`config.mk`:
```
export PLATFORM = sky130hd
export DESIGN_NAME = wake_pin_driver
export DESIGN_NICKNAME = d
export VERILOG_FILES = /design/src/rtl/wake_pin_driver.sv
export SDC_FILE = /design/constraint.sdc
export NUM_CORES = 1
export LEC_CHECK = 0
export BUFFER_PORTS_ARGS = -buffer_cell sky130_fd_sc_hd__buf_2
export CORE_AREA = 5 5 42 44
export CTS_BUF_LIST = sky130_fd_sc_hd__clkbuf_4
export DETAILED_ROUTE_END_ITERATION = 16
export DIE_AREA = 0 0 47 49
export SLEW_MARGIN = 30
export SYNTH_ARGS = -nofsm -noshare
export SYNTH_HDL_FRONTEND = slang
export SYNTH_SLANG_ARGS = --single-unit
```
`constraint.sdc`:
```
create_clock -name clk -period 1.5 [get_ports clk]
set_input_delay 0.3 -clock clk [delete_from_list [all_inputs] [get_ports clk]]
set_output_delay 0.3 -clock clk [all_outputs]
set_load 0.005 [all_outputs]
```
`src/rtl/wake_pin_driver.sv`:
```
module wake_pin_driver (
  input  logic clk,
  input  logic rst_n,
  input  logic cfg_valid,
  input  logic cfg_pol,
  input  logic cfg_gate,
  input  logic cfg_odrain,
  input  logic wake_req,
  input  logic pwr_good,
  input  logic magic_mode,
  output logic pin_o,
  output logic pin_oe,
  output logic mode_led
);

  logic loaded, pol_q, gate_q, od_q;
  logic level, allow;

  always_ff @(posedge clk or negedge rst_n) begin
    if (!rst_n) begin
      loaded <= 1'b0;
      pol_q  <= 1'b0;
      gate_q <= 1'b0;
      od_q   <= 1'b0;
    end else if (cfg_valid && !loaded) begin
      loaded <= 1'b1;
      pol_q  <= cfg_pol;
      gate_q <= cfg_gate;
      od_q   <= cfg_odrain;
    end
  end

  always_ff @(posedge clk or negedge rst_n) begin
    if (!rst_n) mode_led <= 1'b0;
    else        mode_led <= magic_mode;
  end

  assign level  = wake_req ? pol_q : ~pol_q;
  assign allow  = loaded & ~(gate_q & ~pwr_good);
  assign pin_oe = allow & (od_q ? ~level : 1'b1);
  assign pin_o  = allow & ~od_q & level;

  AST_CFG_HELD: assert property (@(posedge clk) disable iff (!rst_n)
    loaded |=> ($stable(pol_q) && $stable(gate_q) && $stable(od_q)));
  AST_GATED_HIZ: assert property (@(posedge clk) disable iff (!rst_n)
    (loaded && gate_q && !pwr_good) |-> !pin_oe);
  AST_OD_NO_HIGH: assert property (@(posedge clk) disable iff (!rst_n)
    (loaded && od_q) |-> !(pin_oe && pin_o));
  AST_LED_FOLLOW: assert property (@(posedge clk) disable iff (!rst_n)
    1'b1 |=> (mode_led == $past(magic_mode)));
  AST_UNLOADED_HIZ: assert property (@(posedge clk) disable iff (!rst_n)
    !loaded |-> !pin_oe);

  always_comb begin
    if (rst_n && !pin_oe) AST_FLOAT_ZERO: assert (!pin_o);
  end

endmodule

```
**After elaboration in Yosys (flattened, before gate mapping)**

Index checks and enable logic that the tools add are counted.

- Input bits: 9
- Output and inout bits: 3
- Register bits after elaboration: 5

- Reductions and logical operators: 2
- Bitwise operators: 10
- Muxes and demuxes: 2

Operators with widths:

| operator | count |
|---|---|
| bitwise AND 1 bit | 5 |
| inverter 1 bit | 5 |
| two-way mux 1 bit | 2 |
| logical AND 1 bit | 1 |
| logical NOT 1 bit | 1 |

**Longest topological paths before layout**

Gate-level depths: netlist (run 1).

- Depth after elaboration: 6
- Mapped depth: 2

**Worst setup path before layout (run 1)**

OpenSTA, ideal clock, no wires.

- Path type: register to output
- Start: register pol_q
- End: output port pin_o
- Stages on the path, launching flop included: 3
- Buffers on the path: 0
- Slack: 411 ps
- Arrival time: 789 ps
- Data required time: 1,200 ps
- Cell sequence: dfrtp_1 > xnor2_1 > nor4b_2

- Longest elaborated chain between the ends: 3

RTL lines:

| element | line | RTL |
|---|---|---|
| start, declared | 16 | `logic loaded, pol_q, gate_q, od_q;` |
| start signal, assigned | 27 | `pol_q <= cfg_pol;` |
| inverter 1 bit | 38 | `assign level = wake_req ? pol_q : ~pol_q;` |
| two-way mux 1 bit (*) | 38 |  |
| bitwise AND 1 bit (*) | 41 | `assign pin_o = allow & ~od_q & level;` |
| end, declared | 11 | `output logic pin_o,` |

Every way passes the cells marked *; elsewhere a longest branch is shown, timed or not.

**Worst setup path after layout (run 1)**

Same ends and word-level chain as after synthesis.

==> impl_metrics.toml, run 1 <==
[sta]
setup_violations = 0
worst_pin_slew_ns = 0.2057
final.min_clock_period_ns = 1.454
whs_ns = 0.1648
rsz0062_at_grt = "true"
hold_viol = 0
slew_viol_final = 0
skew_ns = 0.002249
fmax_mhz = 687.7
layout_worst_path_cycle_share_pct = 96.94
timing.slew.headroom_pct = 86.26

[worst_setup_path]
required_ns = 1.20
arrival_ns = 1.15
crit_path_end_kind = "output port"
worstSetupPathType = "register to output port"
critPathLaunchType = "register"
cp_max_fo = 2

[yosys]
avgSynthCellArea_um2 = 15.77
seq_area_frac_synth_pct = 52.91
syn_area_um2 = 236.5
syn_nets = 24
yosysUniqueCellTypes = 9
synth_cells = 15
ys_ff_latch = 5
ys.warnings.count = 0

[route]
dr.pass1.iters = 1
vias = 162
drc = 0
wire_per_inst_um = 9.234
totalWireLength_um = 434
ant_nets = 0
vias_per_cell = 3.447
dr.first_iter.drc_count = 0

[grt]
use_met3_pct = 3.321
grt_pass1_vias = 154
grt_use_met1_pct = 6.951
overflow = 0
grtUsageTotal_pct = 4.465
antenna_found_initial = 0
grt_pass1_wl_um = 683
grt-busiest-layer = "met1"
use_met2_pct = 3.167
grt_max_degree = 6

[clock_tree]
cts-root-buf = "clkbuf_4"
cts_buffers = 3
clockBufferDepth = 2
h-tree-depth = 1
clk_latency_ns = 0.24
cts_tree = "done"
path_clk_slew_ns = 0.04
cts.sinks = 5
postCtsSetupRepairBufs = 0

[floorplanning]
core_um2 = 1401
die_width_um = 47
core.rowCount = 14
start_util_pct = 16.88
dieArea_um2 = 2303
ios = 12
die_y_um = 49

[finish]
final_util_pct = 25.62
area_growth_pct = 51.85
n_fill_cell = 157
layout.nets = 41
drive_gt1_share_pct = 74.19
diodes = 0

[place]
gp_congestion = 0.6693
portBuffers = 11

[power]
cellPowerDensity_nw_per_um2 = 1086
power_mw = 0.3900
vdd_drop_max_mv = 0.3694
leakage_nw = 0.1765

[outcome]
status = "complete, no violations"

[flow_run]
drv_cap = 0

[min_path]
min_path_type = "input pin to register"
cell families (layout without fill, tap and decap cells):
kind of cell	after synthesis	after routing	synth area share (%)
flops	5	5	52.91
simple gates	4	4	17.46
mux	3	3	19.05
compound gates	1	1	5.290
xor+xnor	1	1	3.704
buf+inv	1	17	1.586
worst paths after layout:
kind	from	to	slack (ns)	cells after the start
setup / recovery	pol_q	pin_o	0.05	3
min in group asynchronous	rst_n	od_q	0.40	2
hold / removal	magic_mode	mode_led	0.16	1
max in group asynchronous	rst_n	loaded	0.97	2
hold reg to reg	gate_q	gate_q	0.51	1
setup reg to reg	loaded	gate_q	0.50	2
power breakdown:
| group | leakage (nW) | internal, mW | switching, mW |
|---|---|---|---|
| sequential | 0.0576 | 0.146 | 0.00917 |
| clock | 0.0184 | 0.119 | 0.0541 |
| combinational | 0.101 | 0.0429 | 0.0190 |
cells in the final DEF (no fill, tap or decap):
| cell | count |
|---|---|
| mux2_4 | 3 |
| buf_2 | 11 |
| dlygate4sd3_1 | 1 |
| inv_1 | 1 |
| dfrtp_1 | 5 |
| xnor2_2 | 1 |
| a211oi_2 | 1 |
| nor4b_2 | 1 |
| or2_2 | 1 |
| nor2b_1 | 1 |
| clkbuf_4 | 4 |
| nor2b_4 | 1 |
per-layer routing:
metal | routed length [um] | up-vias
met4 | 0 | 0
met1 | 213 | 66
met3 | 90 | 0
li1 | - | 84
met2 | 131 | 12
met5 | 0 | -
flip-flops by register name (all words and copies together) (netlist names):
| name | cells |
|---|---|
| pol_q | 1 |
| loaded | 1 |
| gate_q | 1 |
| mode_led | 1 |
| od_q | 1 |
what timing repair did:
| item | 4_1_cts | 5_1_grt |
|---|---|---|
| hold buffers | 1 | 0 |
| gates resized for setup | 1 | 0 |
| gates cloned | 0 | 0 |
| setup endpoints to repair | 1 | 1 |
| hold endpoints to repair | 5 | 0 |
critical path, stage by stage, from the launching register on:
cell and delay (ns):
dfrtp_1 0.40, xnor2_2 0.16, nor4b_2 0.20, buf_2 0.15
cells in the mapped netlist (all sizes together):
cell type / count / area share [%]
a211oi: 1 / 5.3
dfrtp: 5 / 53
inv: 1 / 1.6
mux2: 3 / 19
nor2b: 2 / 8.5
nor4b: 1 / 6.3
or2: 1 / 2.6
xnor2: 1 / 3.7
metrics by stage:
stage | instances | instance area, um2 | worst slack (ns) | TNS (ns)
floorplan | 15 | 236.5 | 0.4111 | 0
global placement | 42 | 311.5 | 0.2264 | 0
detailed placement | 42 | 311.5 | 0.2174 | 0
CTS | 47 | 359.1 | 0.01638 | 0
global route | 47 | 359.1 | -0.02969 | -0.02969
finish | 47 | 359.1 | 0.04592 | 0
final cells by class:
type / count / area, um2 / area share [%]
Multi-Input combinational cell: 9 / 115.1 / 32.06
Inverter: 1 / 3.754 / 1.045
Clock buffer: 4 / 30.03 / 8.362
Timing Repair Buffer: 12 / 65.06 / 18.12
Sequential cell: 5 / 125.1 / 34.84
Tap cell: 16 / 20.02 / 5.575
Power figures use the tool's default switching activity.
==> run 2: changes to the inputs <==
--- a/config.mk
+++ b/config.mk
@@ -5,6 +5,7 @@
 export SDC_FILE = /design/constraint.sdc
 export NUM_CORES = 1
 export LEC_CHECK = 0
+export ABC_AREA = 1
 export BUFFER_PORTS_ARGS = -buffer_cell sky130_fd_sc_hd__buf_2
 export CORE_AREA = 5 5 42 44
 export CTS_BUF_LIST = sky130_fd_sc_hd__clkbuf_4
==> impl_metrics.toml, run 2 <==
[clock_tree]
cts.sinks = 5
h-tree-depth = 1
clk_latency_ns = 0.24
cts-root-buf = "clkbuf_4"
postCtsSetupRepairBufs = 0
path_clk_slew_ns = 0.04
cts_tree = "done"
clockBufferDepth = 2
cts_buffers = 3

[finish]
n_fill_cell = 164
final_cell_mix = "nand2_1 (11), buf_2 (11), dfrtp_1 (5), clkbuf_4 (4), inv_1 (3)"
layout.nets = 54
area_growth_pct = 51.11
diodes = 0
drive_gt1_share_pct = 40.91
instances_no_fill = 60

[yosys]
syn_nets = 37
synthTopCellsByArea = "dfrtp_1 (56%), nand2_1 (18%), inv_1 (5.0%), a21oi_1 (4.4%), nand3_1 (4.4%)"
synth_cells = 28
yosys.area.top_type_share_pct = 55.56
ys.warnings.count = 0
yosysTopAreaCell = "dfrtp_1"
syn_area_um2 = 225.2
ys_ff_latch = 5
seq_area_frac_synth_pct = 55.56
async_flop_share_pct = 100.0
netlist_top_cells_count = "nand2_1 (11), dfrtp_1 (5), inv_1 (3)"
synth_edf_count = 0
synth_top_flop_cell = "dfrtp_1"
yosysUniqueCellTypes = 10
avgSynthCellArea_um2 = 8.043
synth_most_common_cell = "nand2_1"

[sta]
final.min_clock_period_ns = 1.294
hold_viol = 0
skew_ns = 0.001608
setup_violations = 0
rsz0062_at_grt = "false"
timing.slew.headroom_pct = 92.06
fin_ws_ns = 0.2058
worst_pin_slew_ns = 0.1190
slew_viol_final = 0
layout_worst_path_cycle_share_pct = 86.28
setup_tns_ns = 0
fmax_mhz = 772.6

[grt]
grt_pass1_vias = 202
grtUsageTotal_pct = 5.516
overflow = 0
grt_max_degree = 6
grt_pass1_wl_um = 841
antenna_found_initial = 0

[worst_setup_path]
cp_max_fo = 2
crit_path_end_kind = "output port"
critPathLaunchType = "register"
arrival_ns = 0.99
required_ns = 1.20
worstSetupPathType = "register to output port"

[route]
ant_nets = 0
drc = 0
totalWireLength_um = 460
vias = 213
dr.first_iter.drc_count = 8
dr.pass1.iters = 4
vias_per_cell = 3.550
wire_per_inst_um = 7.667

[power]
cellPowerDensity_nw_per_um2 = 968.6
vdd_drop_max_mv = 0.5059
leakage_nw = 0.1912

[place]
place_inst = 55
dp_slack_ns = 0.4307
gp_congestion = 0.7234
dp_hpwl_um = 374.7
portBuffers = 11

[flow_run]
drv_cap = 0

[min_path]
min_path_type = "input pin to register"

[floorplanning]
start_util_pct = 16.07
ios = 12
core_um2 = 1401
die_width_um = 47
dieArea_um2 = 2303
die_y_um = 49
core.rowCount = 14

[outcome]
status = "complete, no violations"
[run 2: final timing paths]
kind	slack [ns]	depth (start not counted)	end	start
max in group asynchronous	0.96	2	od_q	rst_n
worst min register to register	0.48	2	od_q	od_q
worst max-delay path	0.21	6	pin_oe	pol_q
worst min-delay path	0.17	1	mode_led	magic_mode
min in group asynchronous	0.41	2	gate_q	rst_n
worst max register to register	0.70	4	pol_q	loaded
[run 2: area by class of cell]
cell class,instances,area [um2],area share [%]
clock buffer,4,30.03,8.824
inverter,4,15.01,4.412
multi-input combinational,19,85.08,25.00
sequential,5,125.1,36.76
tap,16,20.02,5.882
timing repair buffer,12,65.06,19.12
[run 2: report_power, final]
group / internal (mW) / switching, mW / leakage, nW / total [mW]
Sequential: 0.137 / 0.000211 / 0.0571 / 0.137
Clock: 0.118 / 0.0515 / 0.0184 / 0.170
Combinational: 0.0125 / 0.0103 / 0.116 / 0.0228
[run 2: metrics by stage]
stage	power, mW	util (%)	area (um2)	hold WS, ns
after floorplan	0.1435	-	225.2	0.004409
after detailed placement	0.1602	21.43	300.3	0.1215
after CTS	0.3391	24.29	340.3	0.1584
final	0.3296	24.29	340.3	0.1678
after global placement	0.1599	21.43	300.3	0.1188
after global routing	0.3664	24.29	340.3	0.1412
[run 2: per-layer routing]
| metal | up-vias | global-route usage [%] | share of wire (%) |
|---|---|---|---|
| li1 | 117 | - | - |
| met1 | 86 | 6.904 | 49 |
| met2 | 10 | 5.882 | 35 |
| met3 | 0 | 6.642 | 15 |
| met4 | 0 | 1.382 | 0 |
| met5 | - | 0 | 0 |
[run 2: what timing repair did]
item | in CTS | in global routing
gates resized for setup | 0 | 0
setup endpoints to repair | 0 | 0
hold buffers | 1 | 0
hold endpoints to repair | 5 | 0
[run 2: cell families after synthesis]
kind of cell,Yosys count,synth area share [%]
AOI/OAI and AO/OA,2,4.445
DFF,5,55.56
and+or+nand+nor,17,33.34
buffers and inverters,4,6.665
[run 2: critical path, stage by stage, from the launching register on]
cell     delay, ns
dfrtp_1       0.36
inv_1         0.07
nand2_1       0.05
nand2_1       0.07
nand2_1       0.05
nand2_1       0.05
buf_2         0.10
